### config.mk
export PLATFORM = sky130hd
export DESIGN_NAME = flash_cmd_ctrl
export DESIGN_NICKNAME = d
export VERILOG_FILES = /design/src/rtl/flash_cmd_ctrl.sv
export SDC_FILE = /design/constraint.sdc
export NUM_CORES = 1
export LEC_CHECK = 0
export BUFFER_PORTS_ARGS = -buffer_cell sky130_fd_sc_hd__buf_4
export CORE_ASPECT_RATIO = 1.25
export CORE_UTILIZATION = 50
export CTS_BUF_LIST = sky130_fd_sc_hd__clkbuf_8 sky130_fd_sc_hd__clkbuf_16
export CTS_CLUSTER_SIZE = 25
export DETAILED_ROUTE_END_ITERATION = 10
export PLACE_DENSITY = 0.85
export SLEW_MARGIN = 20
export SYNTH_ARGS = -nofsm -noshare
export SYNTH_HDL_FRONTEND = slang
export SYNTH_SLANG_ARGS = --single-unit
### constraint.sdc
create_clock -name clk -period 2.1 [get_ports clk]
set_clock_uncertainty 0.1 [all_clocks]
set_input_delay 0.21 -clock clk [delete_from_list [all_inputs] [get_ports clk]]
set_output_delay 0.21 -clock clk [all_outputs]
set_load 0.05 [all_outputs]
### src/rtl/flash_cmd_ctrl.sv
module flash_cmd_ctrl #(
  parameter int AW = 16,
  parameter int BLK_BITS = 4,
  parameter int BUF_DEPTH = 16,
  localparam int CW = $clog2(BUF_DEPTH)
) (
  input  logic          clk,
  input  logic          rst_n,
  input  logic          wr_en,
  input  logic [AW-1:0] wr_addr,
  input  logic [15:0]   wr_data,
  input  logic          wp_n,
  input  logic          eng_busy,
  output logic          eng_req,
  output logic [1:0]    eng_op,
  output logic [AW-1:0] eng_addr,
  output logic [15:0]   eng_data,
  output logic [CW-1:0] eng_len,
  output logic          eng_suspend,
  output logic          eng_resume,
  output logic          buf_wr,
  output logic [CW-1:0] buf_idx,
  output logic [15:0]   buf_data,
  output logic [1:0]    rd_mode,
  output logic [7:0]    status,
  output logic [7:0]    sts_cfg
);
  localparam int NBLK = 1 << BLK_BITS;

  typedef enum logic [3:0] {
    S_IDLE, S_PROG, S_ERASE, S_CHIP, S_BCNT, S_BDATA, S_BCONF, S_LOCK, S_CFG
  } st_t;

  st_t                 st;
  logic [NBLK-1:0]     lock_bits;
  logic                susp, seq_err, op_err;
  logic [BLK_BITS-1:0] act_blk;
  logic [CW-1:0]       b_cnt, b_idx;
  logic [AW-1:0]       b_addr;

  wire [7:0]          op   = wr_data[7:0];
  wire [BLK_BITS-1:0] wblk = wr_addr[AW-1 -: BLK_BITS];
  wire                wlocked = !lock_bits[wblk] && !wp_n;

  logic          go, go_locked;
  logic [1:0]    go_op;
  logic [AW-1:0] go_addr;
  logic [CW-1:0] go_len;

  always_comb begin
    go = 1'b0;
    go_locked = wlocked;
    go_op = 2'd0;
    go_addr = wr_addr;
    go_len = '0;
    case (st)
      S_PROG:  go = wr_en;
      S_ERASE: begin go = wr_en && op == 8'hD0; go_op = 2'd1; end
      S_CHIP:  begin go = wr_en && op == 8'hD0; go_op = 2'd2; go_locked = 1'b0; end
      S_BCONF: begin
        go = wr_en && op == 8'hD0;
        go_op = 2'd3;
        go_addr = b_addr;
        go_len = b_cnt;
        go_locked = !lock_bits[b_addr[AW-1 -: BLK_BITS]] && !wp_n;
      end
      default: go = 1'b0;
    endcase
  end

  assign status = {~eng_busy, susp, seq_err, op_err, 4'b0000};

  always_ff @(posedge clk) begin
    if (!rst_n) begin
      st <= S_IDLE;
      lock_bits <= '1;
      susp <= 1'b0;
      seq_err <= 1'b0;
      op_err <= 1'b0;
      act_blk <= '0;
      b_cnt <= '0;
      b_idx <= '0;
      b_addr <= '0;
      eng_req <= 1'b0;
      eng_op <= 2'd0;
      eng_addr <= '0;
      eng_data <= '0;
      eng_len <= '0;
      eng_suspend <= 1'b0;
      eng_resume <= 1'b0;
      buf_wr <= 1'b0;
      buf_idx <= '0;
      buf_data <= '0;
      rd_mode <= 2'd0;
      sts_cfg <= 8'd0;
    end else begin
      eng_req <= 1'b0;
      eng_suspend <= 1'b0;
      eng_resume <= 1'b0;
      buf_wr <= 1'b0;
      if (wr_en) begin
        case (st)
          S_IDLE: begin
            case (op)
              8'hFF: rd_mode <= 2'd0;
              8'h90: rd_mode <= 2'd1;
              8'h98: rd_mode <= 2'd2;
              8'h70: rd_mode <= 2'd3;
              8'h50: begin seq_err <= 1'b0; op_err <= 1'b0; end
              8'h40, 8'h10: st <= S_PROG;
              8'h20: st <= S_ERASE;
              8'h30: st <= S_CHIP;
              8'hE8: st <= S_BCNT;
              8'h60: st <= S_LOCK;
              8'hB8: st <= S_CFG;
              8'hB0: if (eng_busy && !susp) begin
                if (!lock_bits[act_blk] && !wp_n) op_err <= 1'b1;
                else begin eng_suspend <= 1'b1; susp <= 1'b1; end
              end
              8'hD0: if (susp) begin
                eng_resume <= 1'b1;
                susp <= 1'b0;
              end else begin
                seq_err <= 1'b1;
                rd_mode <= 2'd0;
              end
              default: begin seq_err <= 1'b1; rd_mode <= 2'd0; end
            endcase
          end
          S_PROG: st <= S_IDLE;
          S_ERASE, S_CHIP: begin
            st <= S_IDLE;
            if (op != 8'hD0) begin seq_err <= 1'b1; rd_mode <= 2'd0; end
          end
          S_BCNT: begin
            if (int'(op) >= BUF_DEPTH) begin
              op_err <= 1'b1;
              st <= S_IDLE;
            end else begin
              b_cnt <= op[CW-1:0];
              b_idx <= '0;
              st <= S_BDATA;
            end
          end
          S_BDATA: begin
            buf_wr <= 1'b1;
            buf_idx <= b_idx;
            buf_data <= wr_data;
            if (b_idx == '0) b_addr <= wr_addr;
            if (b_idx == b_cnt) st <= S_BCONF;
            else b_idx <= b_idx + 1'b1;
          end
          S_BCONF: begin
            st <= S_IDLE;
            if (op != 8'hD0) op_err <= 1'b1;
          end
          S_LOCK: begin
            st <= S_IDLE;
            if (op == 8'h01 || op == 8'hD0) begin
              if (!wp_n) op_err <= 1'b1;
              else if (op == 8'h01) lock_bits[wblk] <= 1'b0;
              else lock_bits <= '1;
            end else begin
              seq_err <= 1'b1;
              rd_mode <= 2'd0;
            end
          end
          S_CFG: begin
            sts_cfg <= op;
            st <= S_IDLE;
          end
          default: st <= S_IDLE;
        endcase
        if (go) begin
          if (eng_busy) seq_err <= 1'b1;
          else if (go_locked) op_err <= 1'b1;
          else begin
            eng_req <= 1'b1;
            eng_op <= go_op;
            eng_addr <= go_addr;
            eng_data <= wr_data;
            eng_len <= go_len;
            act_blk <= go_addr[AW-1 -: BLK_BITS];
            rd_mode <= 2'd3;
          end
        end
      end
    end
  end

  p_excl_pulses_r9: assert property (@(posedge clk) disable iff (!rst_n)
    $onehot0({eng_req, eng_suspend, eng_resume}));

  p_lock_wp_r7: assert property (@(posedge clk) disable iff (!rst_n)
    !$stable(lock_bits) |-> $past(wp_n));

  p_req_idle_r11: assert property (@(posedge clk) disable iff (!rst_n)
    eng_req |-> !$past(eng_busy));

  p_susp_busy_r9: assert property (@(posedge clk) disable iff (!rst_n)
    eng_suspend |-> $past(eng_busy) && susp);

  p_resume_r9: assert property (@(posedge clk) disable iff (!rst_n)
    eng_resume |-> $past(susp) && !susp);

  p_locked_op_r8: assert property (@(posedge clk) disable iff (!rst_n)
    (eng_req && eng_op != 2'd2) |-> (lock_bits[eng_addr[AW-1 -: BLK_BITS]] || $past(wp_n)));
endmodule

==> results.cfg <==
[floorplan]
row_count = 43
die_area_sq_mm = 0.0121
core_sq_mm = 0.0112
die_w_microns = 98.8
pin_count = 117
die_h_microns = 123
start_util_pct = 52.0

[cells_and_area]
n_antenna_cell = 0
stdcell_area_sq_mm = 0.00858
drive_gt1_share_pct = 40.0
finish.utilization_pct = 76.3
nets = 902
area_delta_synth_final_pct = 46.7

[synth]
yosysWarnings = 0
synth-edff-count = 0
synth_cell_types = 73
synth_ff_type = dfxtp_1
syn_area_sq_mm = 0.00585
ys_async_sr_fraction_pct = 0
ys_seq_area_share_pct = 40.7
syn-mean-instance-area_sq_um = 8.63
synth_seq_cells = 119
postSynthCellCount = 678

[timing]
setup_ws_ps = -187
fin_hold_ws_ps = 23.7
clock.fmax_ghz = 0.437
maxSlewViolCount = 0
setup_violations = 54
rsz0062_at_grt = true
post-route-min-period_ps = 2290
slew_headroom_pct = 43.9
worst_pin_slew_ps = 838
hold_violations = 0
fin_crit_sh_pct = 109

[placement]
dpl_cell_area_sq_mm = 0.00724
gp_congestion = 0.953
hpwl_mm = 12.2
place_ws_ps = -249
port_buffers = 112

[clocking]
cts_tree = yes
htree_levels = 4
clk_pin_slew_ps = 60
clk_path_buf_depth = 2
clock_sinks = 119
numCtsBuffers = 17
clkLatencyLatePin_ps = 420
root_buffer = clkbuf_16

[routing]
drt_iter0_drc = 616
wl_per_cell_microns = 20.6
vias_per_cell = 6.19
drc = 0
ant_nets = 0
wl_mm = 20.8
num_vias = 6256
drt-pass1-iter-count = 5

[setup_path]
cp-end-kind = flip-flop
startpoint_type = flip-flop
cp_max_fo = 11
criticalPathCategory = flip-flop to flip-flop
cp.required_ps = 2250
arrival_ps = 2440

[status]
violations = setup timing
status = complete, but fails checks

[global_route]
grt_max_degree = 91
track_usage_pct = 32.7
antenna_found_initial = 0
grt_pass1_vias = 6112
grt-ovfl-total = 0
grt_pass1_wl_mm = 30.6

[run]
drv_cap = 0

[pwr]
leakage_nw = 3.31
p_per_area_mw_per_mm2 = 821
power_w = 0.00704
max-vdd-ir-drop_uv = 733

[min_path]
hold_path_class = input port to flip-flop
[layout make-up]
type | instances | area [sq um]
clock inverter | 15 | 180
inverter | 15 | 57.6
sequential | 119 | 2400
clock buffer | 17 | 425
multi-input combinational | 484 | 3440
fill | 649 | 2660
timing repair buffer | 226 | 1900
tap | 135 | 169
[Yosys cell counts (3+ instances only)]
| library cell | count | area share, % |
|---|---|---|
| clkbuf_1 | 38 | 2.4 |
| nor3_1 | 11 | 0.94 |
| a21oi_2 | 9 | 1.3 |
| nor4_1 | 3 | 0.32 |
| o41ai_1 | 3 | 0.45 |
| and3_1 | 5 | 0.53 |
| o31ai_1 | 8 | 1.0 |
| o22ai_1 | 6 | 0.64 |
| buf_6 | 3 | 0.58 |
| xor2_1 | 6 | 0.90 |
| mux2_2 | 3 | 0.58 |
| inv_1 | 14 | 0.90 |
| nor2b_1 | 5 | 0.53 |
| nand2_1 | 111 | 7.1 |
| a21oi_1 | 69 | 5.9 |
| o21ai_1 | 12 | 1.0 |
| a211o_1 | 3 | 0.45 |
| a21o_1 | 4 | 0.51 |
| a31oi_1 | 5 | 0.53 |
| nand4_1 | 5 | 0.53 |
| buf_4 | 11 | 1.4 |
| mux2i_1 | 38 | 6.5 |
| and2_1 | 4 | 0.43 |
| mux4_2 | 9 | 3.5 |
| nor2_1 | 39 | 2.5 |
| dfxtp_1 | 119 | 41 |
| o21ai_0 | 20 | 1.7 |
| buf_2 | 11 | 0.94 |
| nand2b_1 | 4 | 0.43 |
| a211oi_2 | 17 | 3.6 |
| nand3_1 | 29 | 2.5 |
[worst paths after layout]
kind,startpoint,to,slack [ps],cells past startpoint
setup / recovery,st[0]$_SDFFE_PN0P_,lock_bits[3]$_SDFFE_PN1P_,-190,8
hold / removal,wr_addr[13],lock_bits[12]$_SDFFE_PN1P_,20,3
setup reg to reg,st[0]$_SDFFE_PN0P_,lock_bits[3]$_SDFFE_PN1P_,-190,8
hold reg to reg,b_addr[10]$_SDFFE_PN0P_,b_addr[10]$_SDFFE_PN0P_,360,2
[metal layers]
metal  track usage (%)  wire (microns)
met1              34.5            7300
met2              58.7           10500
met3              7.86            1680
met4              20.7            1280
met5                 0               0
[timing repair]
action,CTS,global route
pin swaps,7,13
gates cloned,2,2
setup buffers,4,9
endpoints found under the hold margin,29,0
endpoints found under the setup margin,44,65
hold buffers,21,0
gates resized for setup,37,51
[sequential cells by signal, indices dropped and copies added (netlist names), 8 cells and up]
name,count
b_addr,16
buf_data,16
eng_addr,16
eng_data,16
lock_bits,16
sts_cfg,8
[report_power, final]
group	leakage [nW]	internal [W]	switching [W]
clock network	0.295	0.00187	0.00113
logic	2.05	0.000652	0.000961
registers	0.963	0.00234	0.0000889
total	3.31	0.00486	0.00218
[layout by cell type (no fill, tap or decap), types with 6 or more instances in the layout]
cell type,n
a211oi_2,15
a21oi_1,54
a21oi_2,22
buf_4,185
buf_6,10
clkbuf_16,18
dfxtp_1,111
dlygate4sd3_1,21
inv_1,15
mux2i_1,38
mux4_2,9
nand2_1,110
nand3_1,19
nand3_2,11
nor2_1,38
nor3_1,10
o21ai_0,17
o21ai_1,9
o21ai_2,6
o22ai_1,6
xor2_1,6
[critical path, cell delays in order, from the launching register on]
cell and delay (ps):
dfxtp_1 370, buf_6 170, nand4b_1 220, buf_4 210, a2111oi_4 320, nand2_2 140, buf_6 160, o41ai_2 320
nand2_1 120
[per-stage QoR]
step / std cells / TNS (ps)
2_1_floorplan: 681 / -979
3_3_place_gp: 943 / -5020
3_5_place_dp: 943 / -9330
4_1_cts: 1001 / -3280
5_1_grt: 1011 / -9030
6_report: 1011 / -6050
[cells by family after synthesis]
kind of cell	after synthesis	share of synthesized area, %
other	1	0.0641
adders and majority gates	2	0.428
AOI/OAI and AO/OA	178	20.8
DFF	119	40.7
muxes	51	10.7
and+or+nand+nor	241	19.7
xor gates and xnor gates	8	1.20
buffers and inverters	78	6.33
Note: power is estimated with default switching activity, not from simulation.
